File: src/rtl/sgw_pkg.sv
`timescale 1ns/1ps
package sgw_pkg;

   // Descriptor geometry: one 128-bit little-endian word per table entry.
   localparam int unsigned SGW_ELEM_BYTES = 16;
   localparam int unsigned SGW_ELEM_BITS  = 8 * SGW_ELEM_BYTES;

   // Packed so that the first member lands in the top bits of the word.
   typedef struct packed {
      logic [31:0] flags;
      logic [31:0] len;
      logic [63:0] addr;
   } sgw_elem_t;

   typedef enum logic [2:0] {
      ST_IDLE,
      ST_DECIDE,
      ST_FETCH,
      ST_EMIT,
      ST_DONE
   } sgw_state_e;

endpackage

File: src/rtl/sgw_chunk.sv
`timescale 1ns/1ps
module sgw_chunk #(
   parameter int unsigned LEN_W = 32
) (
   input  logic [LEN_W-1:0] owed,
   input  logic [LEN_W-1:0] resid,
   output logic [LEN_W-1:0] piece
);

   always_comb begin
      if (owed < resid) piece = owed;
      else              piece = resid;
   end

endmodule

File: src/rtl/sgw_elem_limit.sv
`timescale 1ns/1ps
module sgw_elem_limit #(
   parameter int unsigned MAX_ELEMS = 2048
) (
   input  logic clk,
   input  logic rst_n,
   input  logic clear,
   input  logic bump,
   output logic at_limit
);

   localparam int unsigned CNT_W = $clog2(MAX_ELEMS + 1);

   logic [CNT_W-1:0] cnt_q;

   assign at_limit = (cnt_q == CNT_W'(MAX_ELEMS));

   always_ff @(posedge clk or negedge rst_n) begin
      if (!rst_n)                   cnt_q <= '0;
      else if (clear)               cnt_q <= '0;
      else if (bump && !at_limit)   cnt_q <= cnt_q + 1'b1;
   end

   // the walker never completes a descriptor read past its budget
   p_budget_r6: assert property (@(posedge clk) disable iff (!rst_n)
      bump |-> !at_limit);

endmodule

File: src/rtl/sgw_elem_port.sv
`timescale 1ns/1ps
module sgw_elem_port import sgw_pkg::*; #(
   parameter int unsigned ADDR_W      = 64,
   parameter logic [31:0] KNOWN_FLAGS = 32'h0000_0003,
   parameter bit          CHECK_FLAGS = 1'b1
) (
   input  logic                     clk,
   input  logic                     rst_n,
   input  logic                     load_ptr,
   input  logic [ADDR_W-1:0]        base_addr,
   input  logic                     fetch_go,
   output logic                     mem_rd_valid,
   input  logic                     mem_rd_ready,
   output logic [ADDR_W-1:0]        mem_rd_addr,
   input  logic                     mem_rsp_valid,
   input  logic [SGW_ELEM_BITS-1:0] mem_rsp_data,
   output logic                     elem_ok,
   output logic [ADDR_W-1:0]        elem_addr,
   output logic [31:0]              elem_len,
   output logic                     elem_bad
);

   localparam logic [ADDR_W-1:0] STEP = ADDR_W'(SGW_ELEM_BYTES);

   logic [ADDR_W-1:0] ptr_q;
   logic              req_q;
   logic              wait_q;
   sgw_elem_t         elem;

   assign elem         = sgw_elem_t'(mem_rsp_data);
   assign mem_rd_valid = req_q;
   assign mem_rd_addr  = ptr_q;
   assign elem_ok      = wait_q && mem_rsp_valid;
   assign elem_addr    = elem.addr[ADDR_W-1:0];
   assign elem_len     = elem.len;

   generate
      if (CHECK_FLAGS) begin : g_flag_check
         assign elem_bad = |(elem.flags & ~KNOWN_FLAGS);
      end else begin : g_flag_ignore
         assign elem_bad = 1'b0;
      end
   endgenerate

   always_ff @(posedge clk or negedge rst_n) begin
      if (!rst_n) begin
         ptr_q  <= '0;
         req_q  <= 1'b0;
         wait_q <= 1'b0;
      end else begin
         if (load_ptr) ptr_q <= base_addr;
         if (fetch_go) req_q <= 1'b1;
         if (req_q && mem_rd_ready) begin
            req_q  <= 1'b0;
            wait_q <= 1'b1;
         end
         if (elem_ok) begin
            wait_q <= 1'b0;
            ptr_q  <= ptr_q + STEP;
         end
      end
   end

   // request held steady until accepted
   p_req_hold_r9: assert property (@(posedge clk) disable iff (!rst_n)
      mem_rd_valid && !mem_rd_ready |=> mem_rd_valid && $stable(mem_rd_addr));

   // a new fetch is only started with nothing in flight
   p_single_flight_r9: assert property (@(posedge clk) disable iff (!rst_n)
      fetch_go |-> !req_q && !wait_q);

   // environment returns data only for an accepted read
   p_rsp_matched_r9: assert property (@(posedge clk) disable iff (!rst_n)
      mem_rsp_valid |-> wait_q);

endmodule

File: src/rtl/sg_walker.sv
`timescale 1ns/1ps
module sg_walker import sgw_pkg::*; #(
   parameter int unsigned ADDR_W      = 64,
   parameter int unsigned LEN_W       = 32,
   parameter int unsigned MAX_ELEMS   = 2048,
   parameter logic [31:0] KNOWN_FLAGS = 32'h0000_0003,
   parameter bit          CHECK_FLAGS = 1'b1
) (
   input  logic                     clk,
   input  logic                     rst_n,
   input  logic                     start,
   input  logic                     req_sg,
   input  logic [ADDR_W-1:0]        req_addr,
   input  logic [LEN_W-1:0]         req_len,
   output logic                     busy,
   output logic                     done,
   output logic                     truncated,
   output logic                     flag_warn,
   output logic                     mem_rd_valid,
   input  logic                     mem_rd_ready,
   output logic [ADDR_W-1:0]        mem_rd_addr,
   input  logic                     mem_rsp_valid,
   input  logic [SGW_ELEM_BITS-1:0] mem_rsp_data,
   output logic                     seg_valid,
   input  logic                     seg_ready,
   output logic [ADDR_W-1:0]        seg_addr,
   output logic [LEN_W-1:0]         seg_len
);

   // Elaboration-time parameter checks
   if (ADDR_W < 8 || ADDR_W > 64) begin : g_bad_addr_w
      $error("sg_walker: ADDR_W must lie in 8..64");
   end
   if (LEN_W < 32 || LEN_W > 64) begin : g_bad_len_w
      $error("sg_walker: LEN_W must lie in 32..64");
   end
   if (MAX_ELEMS < 1) begin : g_bad_max
      $error("sg_walker: MAX_ELEMS must be at least 1");
   end

   sgw_state_e        state_q;
   logic [LEN_W-1:0]  owed_q;
   logic [LEN_W-1:0]  resid_q;
   logic [ADDR_W-1:0] cur_q;
   logic              trunc_q;
   logic              warn_q;

   logic              take;
   logic              fetch_go;
   logic              at_limit;
   logic              elem_ok;
   logic [ADDR_W-1:0] elem_addr;
   logic [31:0]       elem_len;
   logic              elem_bad;
   logic [LEN_W-1:0]  piece;

   assign take     = (state_q == ST_IDLE) && start;
   assign fetch_go = (state_q == ST_DECIDE) && (owed_q != '0) && !at_limit
                     && (resid_q == '0);

   sgw_chunk #(.LEN_W(LEN_W)) u_chunk (
      .owed  (owed_q),
      .resid (resid_q),
      .piece (piece)
   );

   sgw_elem_limit #(.MAX_ELEMS(MAX_ELEMS)) u_limit (
      .clk      (clk),
      .rst_n    (rst_n),
      .clear    (take),
      .bump     (elem_ok),
      .at_limit (at_limit)
   );

   sgw_elem_port #(
      .ADDR_W      (ADDR_W),
      .KNOWN_FLAGS (KNOWN_FLAGS),
      .CHECK_FLAGS (CHECK_FLAGS)
   ) u_port (
      .clk           (clk),
      .rst_n         (rst_n),
      .load_ptr      (take),
      .base_addr     (req_addr),
      .fetch_go      (fetch_go),
      .mem_rd_valid  (mem_rd_valid),
      .mem_rd_ready  (mem_rd_ready),
      .mem_rd_addr   (mem_rd_addr),
      .mem_rsp_valid (mem_rsp_valid),
      .mem_rsp_data  (mem_rsp_data),
      .elem_ok       (elem_ok),
      .elem_addr     (elem_addr),
      .elem_len      (elem_len),
      .elem_bad      (elem_bad)
   );

   always_ff @(posedge clk or negedge rst_n) begin
      if (!rst_n) begin
         state_q <= ST_IDLE;
         owed_q  <= '0;
         resid_q <= '0;
         cur_q   <= '0;
         trunc_q <= 1'b0;
         warn_q  <= 1'b0;
      end else begin
         case (state_q)
            ST_IDLE: if (start) begin
               owed_q  <= req_len;
               resid_q <= req_sg ? '0 : req_len;
               cur_q   <= req_addr;
               trunc_q <= 1'b0;
               warn_q  <= 1'b0;
               state_q <= ST_DECIDE;
            end
            ST_DECIDE: begin
               if (owed_q == '0)        state_q <= ST_DONE;
               else if (at_limit) begin
                  trunc_q <= 1'b1;
                  state_q <= ST_DONE;
               end
               else if (resid_q != '0)  state_q <= ST_EMIT;
               else                     state_q <= ST_FETCH;
            end
            ST_FETCH: if (elem_ok) begin
               cur_q   <= elem_addr;
               resid_q <= LEN_W'(elem_len);
               warn_q  <= warn_q | elem_bad;
               state_q <= (elem_len != 32'd0) ? ST_EMIT : ST_DECIDE;
            end
            ST_EMIT: if (seg_ready) begin
               cur_q   <= cur_q + ADDR_W'(piece);
               owed_q  <= owed_q - piece;
               resid_q <= resid_q - piece;
               state_q <= ST_DECIDE;
            end
            ST_DONE: state_q <= ST_IDLE;
            default: state_q <= ST_IDLE;
         endcase
      end
   end

   assign busy      = (state_q != ST_IDLE);
   assign done      = (state_q == ST_DONE);
   assign truncated = trunc_q;
   assign flag_warn = warn_q;
   assign seg_valid = (state_q == ST_EMIT);
   assign seg_addr  = cur_q;
   assign seg_len   = piece;

   // offered segment stays put until taken
   p_seg_hold_r8: assert property (@(posedge clk) disable iff (!rst_n)
      seg_valid && !seg_ready |=> seg_valid && $stable(seg_addr) && $stable(seg_len));

   // empty pieces are never offered
   p_seg_nonzero_r3: assert property (@(posedge clk) disable iff (!rst_n)
      seg_valid |-> seg_len != '0);

   // no descriptor read overlaps an offered segment
   p_no_fetch_mid_seg_r3: assert property (@(posedge clk) disable iff (!rst_n)
      seg_valid |-> !mem_rd_valid);

   // completion is a single-cycle pulse followed by idle
   p_done_pulse_r5: assert property (@(posedge clk) disable iff (!rst_n)
      done |=> !done && !busy);

   // truncation is only ever flagged on the completion cycle
   p_trunc_at_done_r6: assert property (@(posedge clk) disable iff (!rst_n)
      $rose(truncated) |-> done);

endmodule

File: config.mk
export PLATFORM = sky130hd
export DESIGN_NAME = sg_walker
export DESIGN_NICKNAME = d
export VERILOG_FILES = /design/src/rtl/sgw_pkg.sv /design/src/rtl/sgw_chunk.sv /design/src/rtl/sgw_elem_limit.sv /design/src/rtl/sgw_elem_port.sv /design/src/rtl/sg_walker.sv
export SDC_FILE = /design/constraint.sdc
export NUM_CORES = 1
export LEC_CHECK = 0
export BUFFER_PORTS_ARGS = -buffer_cell sky130_fd_sc_hd__buf_2
export CORE_MARGIN = 3
export CORE_UTILIZATION = 41
export DETAILED_ROUTE_END_ITERATION = 7
export SLEW_MARGIN = 40
export SYNTH_ARGS = -nofsm -noshare
export SYNTH_HDL_FRONTEND = slang
export SYNTH_HIERARCHICAL = 1
export SYNTH_SLANG_ARGS = --single-unit
File: constraint.sdc
create_clock -name clk -period 5.6 [get_ports clk]
set_input_delay 0.84 -clock clk [delete_from_list [all_inputs] [get_ports clk]]
set_output_delay 0.84 -clock clk [all_outputs]
set_load 0.01 [all_outputs]
==> metrics.yaml, run 1 <==
status: "completed"
worstReg2RegEnd: "seg_addr[32]$_DFFE_PN0P_"
crit_path_max_fanout: 12
htreeDepth: 1
drtIter0Drc: 2384
period_needed_ns: 5.39
grt_max_degree: 121
grt_pass1_wl_um: 134000
slowest_delay_ns: 0.53
setup_viol: 0
synth_area_um2: 20500
port_buffers: 394
cp-startpoint: "owed_q[31]$_DFFE_PN0P_"
clk_latency_ns: 0.61
final_nets: 3312
skew_ns: 0.0534
die_w_um: 230
slew_viol_final: 0
worst_pin_slew_ns: 0.916
synth_edf_count: 0
yosys_most_used_dff: "dfrtp_1"
reg2reg_slack_ns: 0.21
first_pass_iters: 6
synth_seq_cells: 211
crit_top_cell: "buf_4"
hold_class: "in2async"
postSynthAreaPerCell_um2: 7.82
synthArstFlopShare_pct: 100
syn_to_final_growth_pct: 19.1
grt_pass1_vias: 21400
yosysWarnings: 6
synth.distinct_cells: 99
dp_hpwl_um: 68600
synth.largest_area_cell: "dfrtp_1"
die_y_um: 230
place_congestion: 0.977
cts_root_buf: "clkbuf_16"
crit_arrival_ns: 5.88
placed_cells: 3570
netlist_instances: 2626
path_cells: "ha_2, nand4_1, buf_4, buf_4, nor3_4, a221o_1, buf_4, o21ai_0, o211ai_2, ha_1, or4_1, o21ai_2, a2111oi_2, or2_4, buf_4, a211oi_4, nor3_2, a221oi_2, a311oi_1, o41ai_2, mux2_1"
maxCapViolations: 0
clk_pin_slew_worst_paths_ns: 0.06
grt_overflow: 0
start_util_pct: 41.8
num_vias: 22800
reg2reg_depth: 21
end_kind: "flip-flop"
wl_per_cell_um: 24.8
die_area_um2: 52800
crit_type: "reg2reg"
drc: 0
ios: 397
instances_no_fill: 3641
tritoncts: "done"
worstPathRequired_ns: 6.09
via_per_inst: 6.27
clk_path_buf_depth: 3
synth_nets: 2988
antenna_left: 0
critical-path-slowest-cell: "or4_1"
coreArea_um2: 49200
clkSinkCount: 211
wl_um: 90400
fmax_mhz: 186
crit_path_end: "seg_addr[32]$_DFFE_PN0P_"
synth_area_leaders: "dfrtp_1 (26%), ha_1 (7.8%), a21oi_1 (5.7%), o21ai_0 (4.8%), nand2_1 (4.0%)"
synth_top_area_share_pct: 25.7
seq_area_frac_synth_pct: 25.7
start_kind: "flip-flop"
r2r_start: "owed_q[31]$_DFFE_PN0P_"
numCtsBuffers: 28
antenna_found_initial: 9
grt_use_total_pct: 32.4
hold_viol: 0
max_slew_margin_pct: 39.0
rows: 81
holdBufCountCts: 0
fillers: 4815
drive_gt1_share_pct: 23.9
timing.final.crit_share_pct: 96.2
worst max-delay path: cells and delay by family, from the launching register on:
family / cells / cell delay [ns]
compound gates: 9 / 1.82
simple gates: 5 / 1.24
fa+ha+maj: 2 / 0.73
buf+inv: 4 / 0.70
flops: 1 / 0.40
mux: 1 / 0.35
metal layers:
layer	global-route usage (%)	routed length, um
met5	0	54
met4	12.8	4140
met2	52.7	41300
met3	5.41	7680
met1	43.2	37200
repair_timing:
item / in CTS / in global routing
resized for setup: 0 / 19
buffers inserted: 0 / 11
setup endpoints to repair: 0 / 52
synthesized netlist by cell type (35+ instances only):
| cell type | count |
|---|---|
| a211oi_1 | 39 |
| nor3_1 | 66 |
| ha_1 | 128 |
| nand3_1 | 91 |
| a21oi_1 | 234 |
| a32oi_1 | 35 |
| dfrtp_1 | 211 |
| inv_1 | 110 |
| a31oi_1 | 47 |
| mux2i_1 | 39 |
| nand2_1 | 218 |
| a21o_1 | 47 |
| o21ai_0 | 196 |
| and3_1 | 101 |
| xnor2_1 | 41 |
| nor4_1 | 46 |
| buf_4 | 96 |
| nor2_1 | 203 |
| clkbuf_1 | 122 |
| nand4_1 | 63 |
cell families (layout without fill, tap and decap cells):
| family | Yosys count | count (layout) | share of synthesized area [%] |
|---|---|---|---|
| flops | 211 | 211 | 25.7 |
| compound gates | 866 | 866 | 28.3 |
| other cells | 0 | 5 | 0 |
| mux | 46 | 46 | 2.29 |
| xor+xnor | 72 | 72 | 3.07 |
| fa+ha+maj | 131 | 131 | 8.09 |
| buf+inv | 357 | 703 | 8.51 |
| simple gates | 943 | 943 | 24.0 |
state kept, by name, summed over array words and instances (netlist names):
signal and cells:
flag_warn 1, seg_addr 64, resid_q 32, u_limit/cnt_q 12
owed_q 32, state_q 3, u_port/mem_rd_addr 64, truncated 1
u_port/wait_q 1, u_port/mem_rd_valid 1
per-stage QoR:
stage	instance area, um^2	hold slack (ns)	util, %	setup TNS [ns]	setup WS, ns
floorplan	20500	0.485	-	0	0.770
global placement	23100	0.456	47.1	0	0.173
detailed placement	23100	0.465	47.1	0	0.0960
CTS	24200	0.295	49.2	0	0.0749
global route	24400	0.172	49.7	-0.0136	-0.0136
finish	24500	0.147	49.8	0	0.214
cells in the final DEF, fill, tap and decap left out, types with 29 or more instances in the layout:
cell       instances
a211oi_1          38
a21o_1            47
a21oi_1          233
a31oi_1           46
a32oi_1           35
and3_1           101
buf_2            393
buf_4            137
clkbuf_16         29
dfrtp_1          208
ha_1             125
inv_1            108
mux2i_1           39
nand2_1          216
nand3_1           91
nand4_1           63
nor2_1           201
nor3_1            64
nor4_1            44
o211ai_2          31
o21ai_0          195
xnor2_1           41
xor2_1            31
layout make-up:
type | count | area [um^2] | area share (%)
multi-input cells | 2058 | 13700 | 55.9
flip-flops and latches | 211 | 5290 | 21.6
repair buffers | 539 | 3180 | 13.0
well taps | 664 | 831 | 3.40
inverters | 112 | 420 | 1.72
clock inverters | 9 | 195 | 0.798
diodes | 5 | 12.5 | 0.0512
clock buffers | 43 | 867 | 3.55
worst min path at each step:
stage	startpoint	end	cells after the start	slack [ns]
3_3_place_gp	u_port/mem_rd_addr[1]$_DFFE_PN0P_	u_port/mem_rd_addr[1]$_DFFE_PN0P_	2	0.46
4_1_cts	rst_n	seg_addr[55]$_DFFE_PN0P_	1	0.30
5_1_grt	rst_n	seg_addr[55]$_DFFE_PN0P_	1	0.17
2_1_floorplan	u_port/wait_q$_DFFE_PN0P_	u_port/wait_q$_DFFE_PN0P_	1	0.49
6_report	rst_n	seg_addr[55]$_DFFE_PN0P_	1	0.15
3_5_place_dp	u_port/mem_rd_addr[3]$_DFFE_PN0P_	u_port/mem_rd_addr[3]$_DFFE_PN0P_	2	0.47
Power of run 1 is not shown: default switching activity piles up to over one toggle a cycle in this logic, so the estimate is an artifact.
==> run 2: changes to the inputs <==
Settings changed: CORE_UTILIZATION 41 to 58, PLACE_DENSITY set to 0.83.
==> metrics.yaml, run 2 (synthesis gave the netlist of run 1 again) <==
layout_commonest_cell: "buf_2"  # unchanged
syn_to_final_growth_pct: 17.2  # was 19.1%
skew_ns: 0.0195  # was 0.0534 ns
timing.final.crit_share_pct: 98.0  # was 96.2%
setup_viol: 0  # unchanged
drc: 0  # unchanged
critical-path-slowest-cell: "o41ai_4"  # was or4_1
placed_cells: 3359  # was 3,570
grt_pass1_wl_um: 130000  # was 134,000 um
clkSinkCount: 211  # unchanged
place_congestion: 1.03  # was 0.977
grt_max_degree: 135  # was 121
placed_cell_area_um2: 22800  # was 23,100 um^2
layout_common_cells: "buf_2 (393), a21oi_1 (234), nand2_1 (215)"  # was buf_2 (393), a21oi_1 (233), nand2_1 (216)
die_area_um2: 37700  # was 52,800 um^2
fillers: 2914  # was 4,815
crit_arrival_ns: 5.98  # was 5.88 ns
crit_type: "reg2reg"  # unchanged
start_kind: "flip-flop"  # unchanged
worst_slack_ns: 0.114  # was 0.214 ns
antenna_left: 0  # unchanged
worstPathRequired_ns: 6.09  # about the same
die_y_um: 194  # was 230 um
grt_overflow: 0  # unchanged
instances_no_fill: 3426  # was 3,641
slew_viol_final: 0  # unchanged
clk_path_buf_depth: 3  # unchanged
clk_pin_slew_worst_paths_ns: 0.06  # about the same
slowest_delay_ns: 0.47  # was 0.53 ns
final_nets: 3304  # was 3,312
period_needed_ns: 5.49  # was 5.39 ns
maxCapViolations: 0  # unchanged
hold_class: "in2async"  # unchanged
via_per_inst: 6.86  # was 6.27
ios: 397  # unchanged
htreeDepth: 1  # unchanged
num_vias: 23500  # was 22.8k
path_buf_inv: 2  # was 4
status: "completed"  # unchanged
critPathTopFamily: "compound AO/OA/AOI/OAI gates"  # unchanged
antenna_found_initial: 9  # unchanged
port_buffers: 394  # unchanged
max_slew_margin_pct: 42.5  # was 39.0%
cts_root_buf: "clkbuf_16"  # unchanged
clk_latency_ns: 0.57  # was 0.61 ns
worst_pin_slew_ns: 0.860  # was 0.916 ns
wl_per_cell_um: 25.1  # was 24.8 um
wl_um: 85900  # was 90,400 um
grt_pass1_vias: 22400  # was 21.4k
holdBufCountCts: 0  # unchanged
crit_path_max_fanout: 7  # was 12
rows: 68  # was 81
dp_hpwl_um: 64200  # was 68,600 um
path_cells: "ha_1, and2_1, a221oi_2, o31ai_4, a22o_4, o211ai_1, ha_1, inv_1, fa_1, nor2b_1, o31ai_1, buf_4, a2111oi_4, or2_4, a2111oi_4, o41ai_4, nand4_1, or2_1, o41ai_2, a22o_1"  # was ha_2, nand4_1, buf_4, buf_4, nor3_4, a221o_1, buf_4, o21ai_0, o211ai_2, ha_1, or4_1, o21ai_2, a2111oi_2, or2_4, buf_4, a211oi_4, nor3_2, a221oi_2, a311oi_1, o41ai_2, mux2_1
final_area_um2: 24100  # was 24,500 um^2
grt_use_total_pct: 43.0  # was 32.4%
end_kind: "flip-flop"  # unchanged
hold_viol: 0  # unchanged
coreArea_um2: 34700  # was 49,200 um^2
start_util_pct: 59.1  # was 41.8%
fmax_mhz: 182  # was 186 MHz
drtIter0Drc: 2922  # was 2,384
first_pass_iters: 7  # was 6
place_ws_ns: 0.0488  # was 0.0960 ns
numCtsBuffers: 27  # was 28
drive_gt1_share_pct: 23.6  # was 23.9%
utilization_pct: 69.3  # was 49.8%
die_w_um: 194  # was 230 um
tritoncts: "done"  # unchanged
-- run 2: final cells by class --
cell class | count | area (um^2) | share of cell area [%]
multi-input combinational | 2058 | 13600 | 56.7
sequential | 211 | 5290 | 22.0
timing repair buffer | 532 | 3060 | 12.7
clock buffer | 35 | 766 | 3.18
tap | 455 | 569 | 2.37
inverter | 112 | 422 | 1.75
clock inverter | 15 | 282 | 1.17
antenna | 8 | 20.0 | 0.0832
-- run 2: repair_timing --
item,in CTS,in global routing
setup buffers,0,7
setup endpoints to repair,0,49
resized for setup,0,13
-- run 2: through the flow --
| stage | hold WS (ns) | setup TNS [ns] |
|---|---|---|
| 2_1_floorplan | 0.485 | 0 |
| 3_3_place_gp | 0.453 | 0 |
| 3_5_place_dp | 0.460 | 0 |
| 4_1_cts | 0.330 | 0 |
| 5_1_grt | 0.342 | -0.489 |
| 6_report | 0.278 | 0 |
-- run 2: routing by layer --
| metal | vias to the layer above | part of all wire, % | GRT usage (%) |
|---|---|---|---|
| li1 | 10400 | - | - |
| met1 | 11100 | 36 | 52.6 |
| met2 | 1683 | 45 | 68.6 |
| met3 | 345 | 12 | 10.7 |
| met4 | 4 | 7.3 | 26.2 |
| met5 | - | 0.019 | 0 |
-- run 2: path summary, 6_finish.rpt --
| path | slack [ns] | endpoint | cells past startpoint | start |
|---|---|---|---|---|
| min reg2reg | 0.49 | u_port/mem_rd_addr[1]$_DFFE_PN0P_ | 2 | u_port/mem_rd_addr[1]$_DFFE_PN0P_ |
| max in group asynchronous | 4.03 | resid_q[11]$_DFFE_PN0P_ | 3 | rst_n |
| max | 0.11 | seg_addr[62]$_DFFE_PN0P_ | 20 | owed_q[7]$_DFFE_PN0P_ |
| min in group clk | 0.48 | u_port/mem_rd_addr[1]$_DFFE_PN0P_ | 3 | req_addr[1] |
| min | 0.28 | u_port/mem_rd_addr[40]$_DFFE_PN0P_ | 1 | rst_n |
| max reg2reg | 0.11 | seg_addr[62]$_DFFE_PN0P_ | 20 | owed_q[7]$_DFFE_PN0P_ |
Power of run 2 is left out for the same reason.
